==> src/rtl/prs_pkg.sv <==
package prs_pkg;

  typedef enum logic [1:0] {
    PH_COLD = 2'd0,
    PH_GAP  = 2'd1,
    PH_RUN  = 2'd2,
    PH_WARM = 2'd3
  } prs_phase_e;

  // Bits needed to hold the largest terminal count (limit - 1).
  function automatic int unsigned prs_ctr_width(int unsigned a, int unsigned b);
    int unsigned m;
    m = (a > b) ? a : b;
    return (m < 2) ? 1 : $clog2(m);
  endfunction

  // Terminal count of the hold counter for a given phase.
  function automatic int unsigned prs_phase_last(prs_phase_e ph,
                                                 int unsigned cold_hold,
                                                 int unsigned gap_cycles);
    case (ph)
      PH_COLD:          return cold_hold - 1;
      PH_GAP, PH_WARM:  return gap_cycles - 1;
      default:          return 0;
    endcase
  endfunction

endpackage

==> src/rtl/prs_pwr_sync.sv <==
module prs_pwr_sync #(
  parameter int unsigned STAGES = 2
) (
  input  logic clk,
  input  logic arst_n,
  output logic pg_ok
);
  logic [STAGES-1:0] chain;

  always_ff @(posedge clk or negedge arst_n) begin
    if (!arst_n) chain <= '0;
    else         chain <= {chain[STAGES-2:0], 1'b1};
  end

  assign pg_ok = chain[STAGES-1];

  initial begin
    assert_stages_min_R2: assert (STAGES >= 2);
  end
endmodule

==> src/rtl/prs_hold_ctr.sv <==
module prs_hold_ctr #(
  parameter int unsigned W = 4
) (
  input  logic         clk,
  input  logic         arst_n,
  input  logic         clear,
  input  logic [W-1:0] last,
  output logic         at_last
);
  logic [W-1:0] cnt;

  assign at_last = (cnt == last);

  always_ff @(posedge clk or negedge arst_n) begin
    if (!arst_n)               cnt <= '0;
    else if (clear || at_last) cnt <= '0;
    else                       cnt <= cnt + 1'b1;
  end

  // Count never runs past the terminal value of the current phase.
  assert_cnt_bound_R2: assert property (@(posedge clk) disable iff (!arst_n)
    cnt <= last);
endmodule

==> src/rtl/prs_strap_lock.sv <==
module prs_strap_lock (
  input  logic clk,
  input  logic arst_n,
  input  logic pg_ok,
  output logic locked
);
  always_ff @(posedge clk or negedge arst_n) begin
    if (!arst_n)    locked <= 1'b0;
    else if (pg_ok) locked <= 1'b1;
  end
endmodule

==> src/rtl/proc_reset_seq.sv <==
module proc_reset_seq #(
  parameter int unsigned COLD_HOLD   = 65536,
  parameter int unsigned GAP_CYCLES  = 16,
  parameter int unsigned SYNC_STAGES = 2
) (
  input  logic clk,
  input  logic pwr_good,
  input  logic cold_req,
  input  logic warm_req,
  output logic cold_rst_n,
  output logic logic_rst_n,
  output logic straps_locked,
  output logic seq_done
);
  import prs_pkg::*;

  localparam int unsigned CW = prs_ctr_width(COLD_HOLD, GAP_CYCLES);

  prs_phase_e phase, phase_nxt;
  logic       pg_ok;
  logic       at_last;
  logic       ctr_clear;
  logic [CW-1:0] ctr_last;

  // Named internal events, used by the assertions.
  logic cold_start, warm_start, warm_dropped;

  prs_pwr_sync #(.STAGES(SYNC_STAGES)) u_sync (
    .clk    (clk),
    .arst_n (pwr_good),
    .pg_ok  (pg_ok)
  );

  prs_strap_lock u_lock (
    .clk    (clk),
    .arst_n (pwr_good),
    .pg_ok  (pg_ok),
    .locked (straps_locked)
  );

  assign ctr_last = CW'(prs_phase_last(phase, COLD_HOLD, GAP_CYCLES));

  prs_hold_ctr #(.W(CW)) u_ctr (
    .clk     (clk),
    .arst_n  (pwr_good),
    .clear   (ctr_clear),
    .last    (ctr_last),
    .at_last (at_last)
  );

  assign cold_start   = pg_ok && cold_req;
  assign warm_start   = pg_ok && !cold_req && warm_req && (phase == PH_RUN);
  assign warm_dropped = pg_ok && !cold_req && warm_req && (phase != PH_RUN);

  always_comb begin
    phase_nxt = phase;
    ctr_clear = 1'b0;
    if (!pg_ok || cold_start) begin
      phase_nxt = PH_COLD;
      ctr_clear = 1'b1;
    end else begin
      case (phase)
        PH_COLD: if (at_last) phase_nxt = PH_GAP;
        PH_GAP:  if (at_last) phase_nxt = PH_RUN;
        PH_WARM: if (at_last) phase_nxt = PH_RUN;
        default: begin
          ctr_clear = 1'b1;
          if (warm_start) phase_nxt = PH_WARM;
        end
      endcase
    end
  end

  always_ff @(posedge clk or negedge pwr_good) begin
    if (!pwr_good) phase <= PH_COLD;
    else           phase <= phase_nxt;
  end

  assign cold_rst_n  = (phase != PH_COLD);
  assign logic_rst_n = (phase == PH_RUN);
  assign seq_done    = (phase == PH_RUN);

  // ---------------- assertions ----------------
  assert_order_R3: assert property (@(posedge clk) disable iff (!pwr_good)
    !cold_rst_n |-> !logic_rst_n);

  assert_gap_after_cold_R3: assert property (@(posedge clk) disable iff (!pwr_good)
    $rose(cold_rst_n) |-> !logic_rst_n);

  assert_cold_hold_R2: assert property (@(posedge clk) disable iff (!pwr_good)
    (pg_ok && !cold_req && phase == PH_COLD && !at_last) |=> !cold_rst_n);

  assert_warm_keeps_cold_R4: assert property (@(posedge clk) disable iff (!pwr_good)
    warm_start |=> (cold_rst_n && !logic_rst_n));

  assert_cold_wins_R6: assert property (@(posedge clk) disable iff (!pwr_good)
    cold_start |=> (!cold_rst_n && !logic_rst_n));

  assert_warm_dropped_R7: assert property (@(posedge clk) disable iff (!pwr_good)
    (warm_dropped && phase == PH_COLD && !at_last) |=> !cold_rst_n);

  assert_lock_first_R8: assert property (@(posedge clk) disable iff (!pwr_good)
    $rose(cold_rst_n) |-> straps_locked);

  assert_lock_holds_R8: assert property (@(posedge clk) disable iff (!pwr_good)
    !$fell(straps_locked));

  assert_done_released_R10: assert property (@(posedge clk) disable iff (!pwr_good)
    seq_done |-> (cold_rst_n && logic_rst_n));
endmodule

==> config.mk <==
export PLATFORM = sky130hd
export DESIGN_NAME = proc_reset_seq
export DESIGN_NICKNAME = d
export VERILOG_FILES = /design/src/rtl/prs_pkg.sv /design/src/rtl/prs_pwr_sync.sv /design/src/rtl/prs_hold_ctr.sv /design/src/rtl/prs_strap_lock.sv /design/src/rtl/proc_reset_seq.sv
export SDC_FILE = /design/constraint.sdc
export NUM_CORES = 1
export LEC_CHECK = 0
export BUFFER_PORTS_ARGS = -buffer_cell sky130_fd_sc_hd__buf_4
export CAP_MARGIN = 20
export CORE_AREA = 2 2 52 54
export CTS_CLUSTER_DIAMETER = 40
export DETAILED_ROUTE_END_ITERATION = 6
export DIE_AREA = 0 0 54 56
export PLACE_DENSITY_LB_ADDON = 0.2
export RECOVER_POWER = 25
export SLEW_MARGIN = 20
export SYNTH_ARGS = -nofsm -noshare
export SYNTH_HDL_FRONTEND = slang
export SYNTH_HIERARCHICAL = 1
export SYNTH_SLANG_ARGS = --single-unit
==> constraint.sdc <==
create_clock -name clk -period 4.7 [get_ports clk]
set_input_delay 0.94 -clock clk [delete_from_list [all_inputs] [get_ports clk]]
set_output_delay 0.94 -clock clk [all_outputs]
set_load 0.02 [all_outputs]
### Word-level counts from Yosys, hierarchy flattened

Index checks and enable logic that the tools add are counted.

* $add $sub $neg: 1
* eq/ne operators: 6
* multiplexer cells: 9
* reduce and logical (&&, ||, !) cells: 14

Operator list (count)
* $pmux W16 S2: 1
* $add A16 B1 Y16 const B: 1
* $eq A16 B16 Y1: 1
* $mux W16: 1
* $mux W2: 4
* $eq A2 B2 Y1 const B: 2
* $logic_and A1 B1 Y1: 4
* $pmux W2 S2: 1
* $reduce_bool A4 Y1: 1
* $ne A3 B1 Y1 const B: 1
* $ne A3 B2 Y1 const B: 1
* $reduce_and A3 Y1: 1
* $reduce_or A3 Y1: 1
* $eq A2 B1 Y1 const B: 1
* $logic_not A1 Y1: 2
* $logic_not A2 Y1: 1
* $logic_or A1 B1 Y1: 2
* $mux W1: 2
* $reduce_bool A2 Y1: 1
* $reduce_or A2 Y1: 1

* flip-flop bits (word level): 21
* input port bits: 4
* output and inout port bits: 4

### Logic depth before layout (Yosys ltp)

Gate-level depths: netlist of run 1.

* depth after elaboration: 7
* depth in mapped cells: 6

### Cells and area by module

The synthesis of run 1 kept the hierarchy.

Modules (own cells, without submodules)
* prs_hold_ctr: instances 1, cells an instance 100, area an instance 982.2 sq um, seq. area each 400.4 sq um
* proc_reset_seq: instances 1, cells an instance 14, area an instance 122.6 sq um, seq. area each 50.0 sq um
* prs_pwr_sync: instances 1, cells an instance 3, area an instance 53.8 sq um, seq. area each 50.0 sq um
* prs_strap_lock: instances 1, cells an instance 2, area an instance 31.3 sq um, seq. area each 25.0 sq um

### Worst setup path before layout of run 1

Ideal clock, no wire load.

* path type: register to output
* start: register phase[0]
* end: output cold_rst_n
* data arrival time: 1.507 ns
* data required time: 3.760 ns
* setup slack: 2.253 ns
* stages on the path, launching flop included: 3
* path buffers: 0
* cells stage by stage: dfrtp_1 -> nor2_1 -> inv_1

* longest elaborated chain between the ends: 1

Ends and longest elaborated chain
* start: declaration: RTL line proc_reset_seq.sv:19 `prs_phase_e phase, phase_nxt;`
* start signal: assignment: RTL line proc_reset_seq.sv:76 `else phase <= phase_nxt;`
* $reduce_bool A2 Y1: RTL line proc_reset_seq.sv:79 `assign cold_rst_n = (phase != PH_COLD);`
* end: declaration: RTL line proc_reset_seq.sv:10 `output logic cold_rst_n,`

No other way between the ends.

### Worst setup path in the final report of run 1

* start: register phase[0]
* end: register u_ctr.cnt[11]

* longest elaborated chain between the ends: 6

Ends and longest elaborated chain
* $eq A2 B2 Y1 / $eq A2 B1 Y1 (equally long branches): RTL line prs_pkg.sv:21 `case (ph)`
* $reduce_or A2 Y1 (no line)
* $pmux W16 S2 *: RTL line prs_pkg.sv:21
* via ctr_last[10]: RTL line proc_reset_seq.sv:23 `logic [CW-1:0] ctr_last;`
* $eq A16 B16 Y1 *: RTL line prs_hold_ctr.sv:12 `assign at_last = (cnt == last);`
* $logic_or A1 B1 Y1 *: RTL line prs_hold_ctr.sv:16 `else if (clear || at_last) cnt <= '0;`
* $mux W16 *: RTL line prs_hold_ctr.sv:16
* end signal: assignment: RTL line prs_hold_ctr.sv:17 `else cnt <= cnt + 1'b1;`
* end: declaration: RTL line prs_hold_ctr.sv:10 `logic [W-1:0] cnt;`

The timed path passes the listed nets; every way through them passes the cells marked *.
A chain may end at the register's enable or synchronous reset.

==> results of run 1 <==
==> logic make-up after synthesis <==
family,after synthesis,share of synthesized area (%)
other,1,0.3152
AO/OA/AOI/OAI,9,6.625
flip-flops,21,44.16
multiplexers,1,0.9463
buffers and inverters,8,4.101
AND/OR/NAND/NOR,51,22.29
XOR/XNOR,27,20.51
adder cells (fa/ha/maj),1,1.051
==> state kept, by name, summed over array words and instances (netlist names) <==
register / flops
u_sync/chain: 2
u_lock/locked: 1
phase: 2
u_ctr/cnt: 16
==> per-layer routing <==
layer | wire [um] | vias to the layer above | share of wire (%)
met4 | 16 | 0 | 0.73
met3 | 69 | 2 | 3.1
met1 | 1047 | 413 | 48
li1 | - | 417 | -
met5 | 0 | - | 0
met2 | 1057 | 16 | 48
==> synthesized netlist by cell type (all sizes together) <==
cell,number
a21oi,4
and2,1
and3,2
buf,3
conb,1
dfrtp,21
ha,1
inv,5
mux2,1
nand2,8
nand3,4
nand4,8
nor2,15
nor2b,2
nor3,3
nor4,3
o211a,1
o21ai,1
o31ai,1
o41ai,2
or2,1
or2b,1
or3,1
or3b,1
or4,1
xnor2,22
xor2,5
==> critical path: stages, from the launching register on <==
cell     delay (ns)
dfrtp_1        0.44
nor2_2         0.64
xnor2_1        0.22
nand4_2        0.16
o41ai_4        0.85
a21oi_1        0.12
==> layout make-up <==
cell class	count	area, um^2
clock buffers	3	22.52
clock inverters	1	5.005
fillers	222	1156
inverters	5	18.77
multi-input cells	90	618.1
flip-flops and latches	21	525.5
well taps	30	37.54
repair buffers	7	48.80
==> power groups by stage <==
stage	Sequential [mW]	Clock, mW	Combinational [mW]
2_1_floorplan	0.187	0	0.00615
5_1_grt	0.184	0.0999	0.0129
4_1_cts	0.184	0.0914	0.0119
3_5_place_dp	0.187	0	0.0118
6_report	0.183	0.0857	0.0110
3_3_place_gp	0.187	0	0.0117
==> worst min path at each step <==
stage | cells past startpoint | end | startpoint | slack [ns]
after floorplan | 0 | u_sync/chain[1] | u_sync/chain[0] | 0.33
after global placement | 0 | u_sync/chain[1] | u_sync/chain[0] | 0.33
after detailed placement | 0 | u_sync/chain[1] | u_sync/chain[0] | 0.34
after CTS | 0 | u_sync/chain[1] | u_sync/chain[0] | 0.37
after global routing | 0 | u_sync/chain[1] | u_sync/chain[0] | 0.39
final | 0 | u_sync/chain[1] | u_sync/chain[0] | 0.36
==> reports/qor.yml, run 1 <==
route:
  vias: 848
  wire_per_inst_um: 13.96
  totalWireLength_mm: 2.191
  drtIter0Drc: 15
  first_pass_iters: 4
  viasPerCell: 5.401
  drc: 0
  ant_nets: 0
power:
  pwr-share-comb_pct: 3.9
  ir_drop_uv: 176.8
  p_per_area_nw_per_um2: 219.5
  power.leakage_nw: 0.5394
  finalPower_uw: 280.1
  clkPwrFrac_pct: 30.6
  p_seq_share_pct: 65.5
  swShare_pct: 22.31
  p_sw_uw: 62.51
  p_int_uw: 217.6
global_routing:
  use_met1_pct: 23.38
  antenna_found_initial: 0
  top_usage_layer: "met2"
  met2_usage_pct: 24.91
  grt_overflow_total: 0
  groute.layer.met3.usage_pct: 2.419
  grt_pass1_vias: 856
  grt_pass1_wl_mm: 3.781
  grt_usage_pct: 16.34
  grt_max_degree: 22
floorplanning:
  io_pins: 8
  die_area_um2: 3024
  start_util_pct: 48.92
  fp.dieW_um: 54
  die_y_um: 56
  core-area_um2: 2432
  rows: 18
timing:
  min_period_ns: 2.592
  tns_ns: 0
  rsz0062_at_grt: "false"
  skew_ns: 0.002034
  report.final.setup_viol: 0
  worst_pin_slew_ns: 1.110
  period_share_pct: 55.15
  hold_viol: 0
  fmax_mhz: 385.8
  fin_hold_ws_ns: 0.3645
  report.final.slew_viol_count: 0
  slew_headroom_pct: 25.99
  setup_ws_ns: 2.108
final_layout:
  synthToLayoutAreaGrowth_pct: 7.255
  stdcell_count: 157
  layout.cells.most_common_list: "dfrtp_1, xnor2_1, nor2_1"
  diodes: 0
  layout.nets: 133
  design_area_um2: 1276
  drive_gt1_share_pct: 12.60
  fin_util_pct: 52.47
clock_tree:
  path_clk_slew_ns: 0.11
  cts_made_buffers: 3
  root_buffer: "clkbuf_4"
  clk_latency_ns: 0.30
  cts_max_level: 1
  cts.path.max_buffers: 2
  numClockSinks: 21
  post_cts_buffers: 0
  cts_tree: "done"
  cts_resized: 0
  hold_buffers: 0
logic_synthesis:
  synth-warning-count: 6
  ys_types: 32
  netlist_top_cells_area: "dfrtp_1, xnor2_1, nor2_1, nand4_1, xor2_1"
  synth_top_area_cell: "dfrtp_1"
  yosys_register_bits: 21
  synth_area_um2: 1190
  synthesis.nets: 124
  synthDominantCellAreaShare_pct: 44.16
  yosysSeqAreaShare_pct: 44.16
  postSynthCellCount: 119
  syn_avg_cell_area_um2: 9.999
setup_path:
  ff2ff_path_depth: 5
  crit_end: "u_ctr/cnt[11]"
  r2r-start: "phase[0]"
  reg2reg_to: "u_ctr/cnt[11]"
  crit_required_ns: 4.85
  worstSetupStartpointType: "flop"
  cp.arrival_ns: 2.74
  path_max_fanout: 16
  reg2reg_slack_ns: 2.11
  worstSetupPathType: "flop to flop"
  crit_start: "phase[0]"
  worstSetupEndpointType: "flop"
flow_run:
  cap_violations: 0
placed_design:
  hpwl_mm: 1.606
  dp_cells: 153
  dpl_cell_area_um2: 1250
  pre_cts_ws_ns: 1.769
  routabilityCongestion: 0.7805
  portBuffers: 7
worst_hold_path:
  min_path_type: "flop to flop"
status:
  status: "finished, final reports clean"
Power figures use the tool's default switching activity.
==> run 2, diff against run 1 <==
==> constraint.sdc (replaced) <==
create_clock -name clk -period 2.35 [get_ports clk]
set_input_delay 0.47 -clock clk [delete_from_list [all_inputs] [get_ports clk]]
set_output_delay 0.47 -clock clk [all_outputs]
set_load 0.02 [all_outputs]
==> run 2 against run 1 <==
Compared with the run above: total power increased by 100%; cell count increased by 1.9%; final area grew 1.8%; worst hold slack got worse by 0.014 ns; combinational power is 120% higher; die area did not move; maximum frequency is 24% higher; first-iteration DRC count up 6.7%; clock skew up 0.0043 ns; clock power up 96%; critical endpoint is now phase[0].
==> reports/qor.yml, run 2 (synthesized netlist as in run 1, its figures left out) <==
clock_tree:
  cts_made_buffers: 3
  hold_buffers: 0
  root_buffer: "clkbuf_4"
  cts_resized: 0
  cts.path.max_buffers: 2
  numClockSinks: 21
  clk_latency_ns: 0.30
  cts_tree: "done"
  cts_max_level: 1
  path_clk_slew_ns: 0.12
  post_cts_buffers: 0
final_layout:
  layout.nets: 136
  top_register: "u_ctr/cnt"
  n_fill_cell: 237
  reg_top3: "u_ctr/cnt (16), phase (2), u_sync/chain (2)"
  multi_input_area_um2: 618.1
  diodes: 0
  drive_gt1_share_pct: 14.62
  stdcell_count: 160
  seq_area_um2: 525.5
  synthToLayoutAreaGrowth_pct: 9.149
  largest_register_ffs: 16
  layout.cells.most_common_list: "dfrtp_1, xnor2_1, nor2_1"
floorplanning:
  fp.dieW_um: 54
  rows: 18
  start_util_pct: 48.92
  io_pins: 8
  die_area_um2: 3024
  die_y_um: 56
  core-area_um2: 2432
route:
  drtIter0Drc: 16
  wl_met2_mm: 1.006
  vias: 859
  first_pass_iters: 4
  wire_per_inst_um: 13.23
  dr_wl_met3_um: 56
  ant_nets: 0
  viasPerCell: 5.369
  routed.top_layer: "met4"
  totalWireLength_mm: 2.117
  drc: 0
  wl_met1_mm: 1.039
timing:
  report.final.setup_viol: 0
  tns_ns: 0
  min_period_ns: 2.092
  worst_pin_slew_ns: 1.119
  rsz0062_at_grt: "false"
  fmax_mhz: 478.0
  hold_viol: 0
  period_share_pct: 89.02
  skew_ns: 0.006367
  report.final.slew_viol_count: 0
  slew_headroom_pct: 25.39
power:
  pwr-share-comb_pct: 4.4
  swShare_pct: 21.89
  p_per_area_nw_per_um2: 430.9
  p_int_uw: 437.1
  ir_drop_uv: 353.6
  power.leakage_nw: 0.5525
  p_sw_uw: 122.5
  p_seq_share_pct: 65.6
  clkPwrFrac_pct: 30.0
placed_design:
  portBuffers: 7
  routabilityCongestion: 0.8483
  dp_cells: 156
  hpwl_mm: 1.554
setup_path:
  crit_required_ns: 2.59
  ff2ff_path_depth: 6
  cp_cell_sequence: "or2b_1 > xnor2_1 > nand4_2 > nor4_1 > mux2_1 > o211a_1"
  reg2reg_to: "phase[0]"
  critPathMaxStageDelay_ns: 0.51
  crit_start: "phase[0]"
  worstSetupPathType: "flop to flop"
  crit_slowest_cell: "nor4_1"
  r2r-start: "phase[0]"
  worstSetupStartpointType: "flop"
  path_max_fanout: 6
  worstSetupEndpointType: "flop"
  cp.arrival_ns: 2.33
  reg2reg_slack_ns: 0.26
global_routing:
  grt_max_degree: 22
  grt_usage_pct: 16.72
  antenna_found_initial: 0
  grt_pass1_vias: 845
  grt_pass1_wl_mm: 3.774
  grt_overflow_total: 0
worst_hold_path:
  min_path_type: "input pin to async pin"
flow_run:
  cap_violations: 0
status:
  status: "finished, final reports clean"
[run 2: cell types whose count changed in the layout (fill, tap and decap cells not counted), sizes merged]
cell / previous run / this run
buf: 6 / 9
[run 2: metrics by stage]
stage	hold WS (ns)	instance area [um^2]	utilization, %	setup WS [ns]	total power, mW
3_5_place_dp	0.3418	1275	52.42	0.3138	0.4002
3_3_place_gp	0.3335	1275	52.42	0.4614	0.3999
5_1_grt	0.3845	1299	53.40	0.08959	0.5987
2_1_floorplan	0.1744	1192	-	0.2190	0.3857
6_report	0.3508	1299	53.40	0.2581	0.5597
4_1_cts	0.02656	1303	53.55	0.2874	0.5748
[run 2: how the worst max path moves through the flow]
stage                                to  slack, ns  depth (start not counted)
after CTS                      phase[0]       0.29                          6
after floorplan           u_ctr/cnt[14]       0.22                          6
after global placement         phase[0]       0.46                          6
final                          phase[0]       0.26                          6
after global routing           phase[0]       0.09                          6
after detailed placement       phase[0]       0.31                          6
[run 2: metal layers]
| layer | track usage (%) | vias to the layer above |
|---|---|---|
| met1 | 23.97 | 418 |
| met5 | 0 | - |
| met2 | 24.56 | 13 |
| met4 | 6.429 | 0 |
| met3 | 3.226 | 2 |
| li1 | - | 426 |
[run 2: area by class of cell]
| type | instances | area share (%) |
|---|---|---|
| clock inverters | 1 | 0.3854 |
| well taps | 30 | 2.890 |
| clock buffers | 3 | 1.734 |
| inverters | 5 | 1.445 |
| flip-flops and latches | 21 | 40.46 |
| repair buffers | 10 | 5.491 |
| multi-input cells | 90 | 47.59 |
[run 2: power by group through the flow]
stage / clock network [mW] / registers [mW] / logic, mW
floorplan: 0 / 0.373 / 0.0123
global placement: 0 / 0.374 / 0.0259
detailed placement: 0 / 0.374 / 0.0261
CTS: 0.181 / 0.367 / 0.0262
global route: 0.202 / 0.368 / 0.0286
finish: 0.168 / 0.367 / 0.0246
[run 2: critical path, delay by kind of cell (launching register included)]
kind	cells	cell delay, ns
flops	1	0.45
mux	1	0.22
simple gates	3	1.02
compound gates	1	0.13
xor+xnor	1	0.22
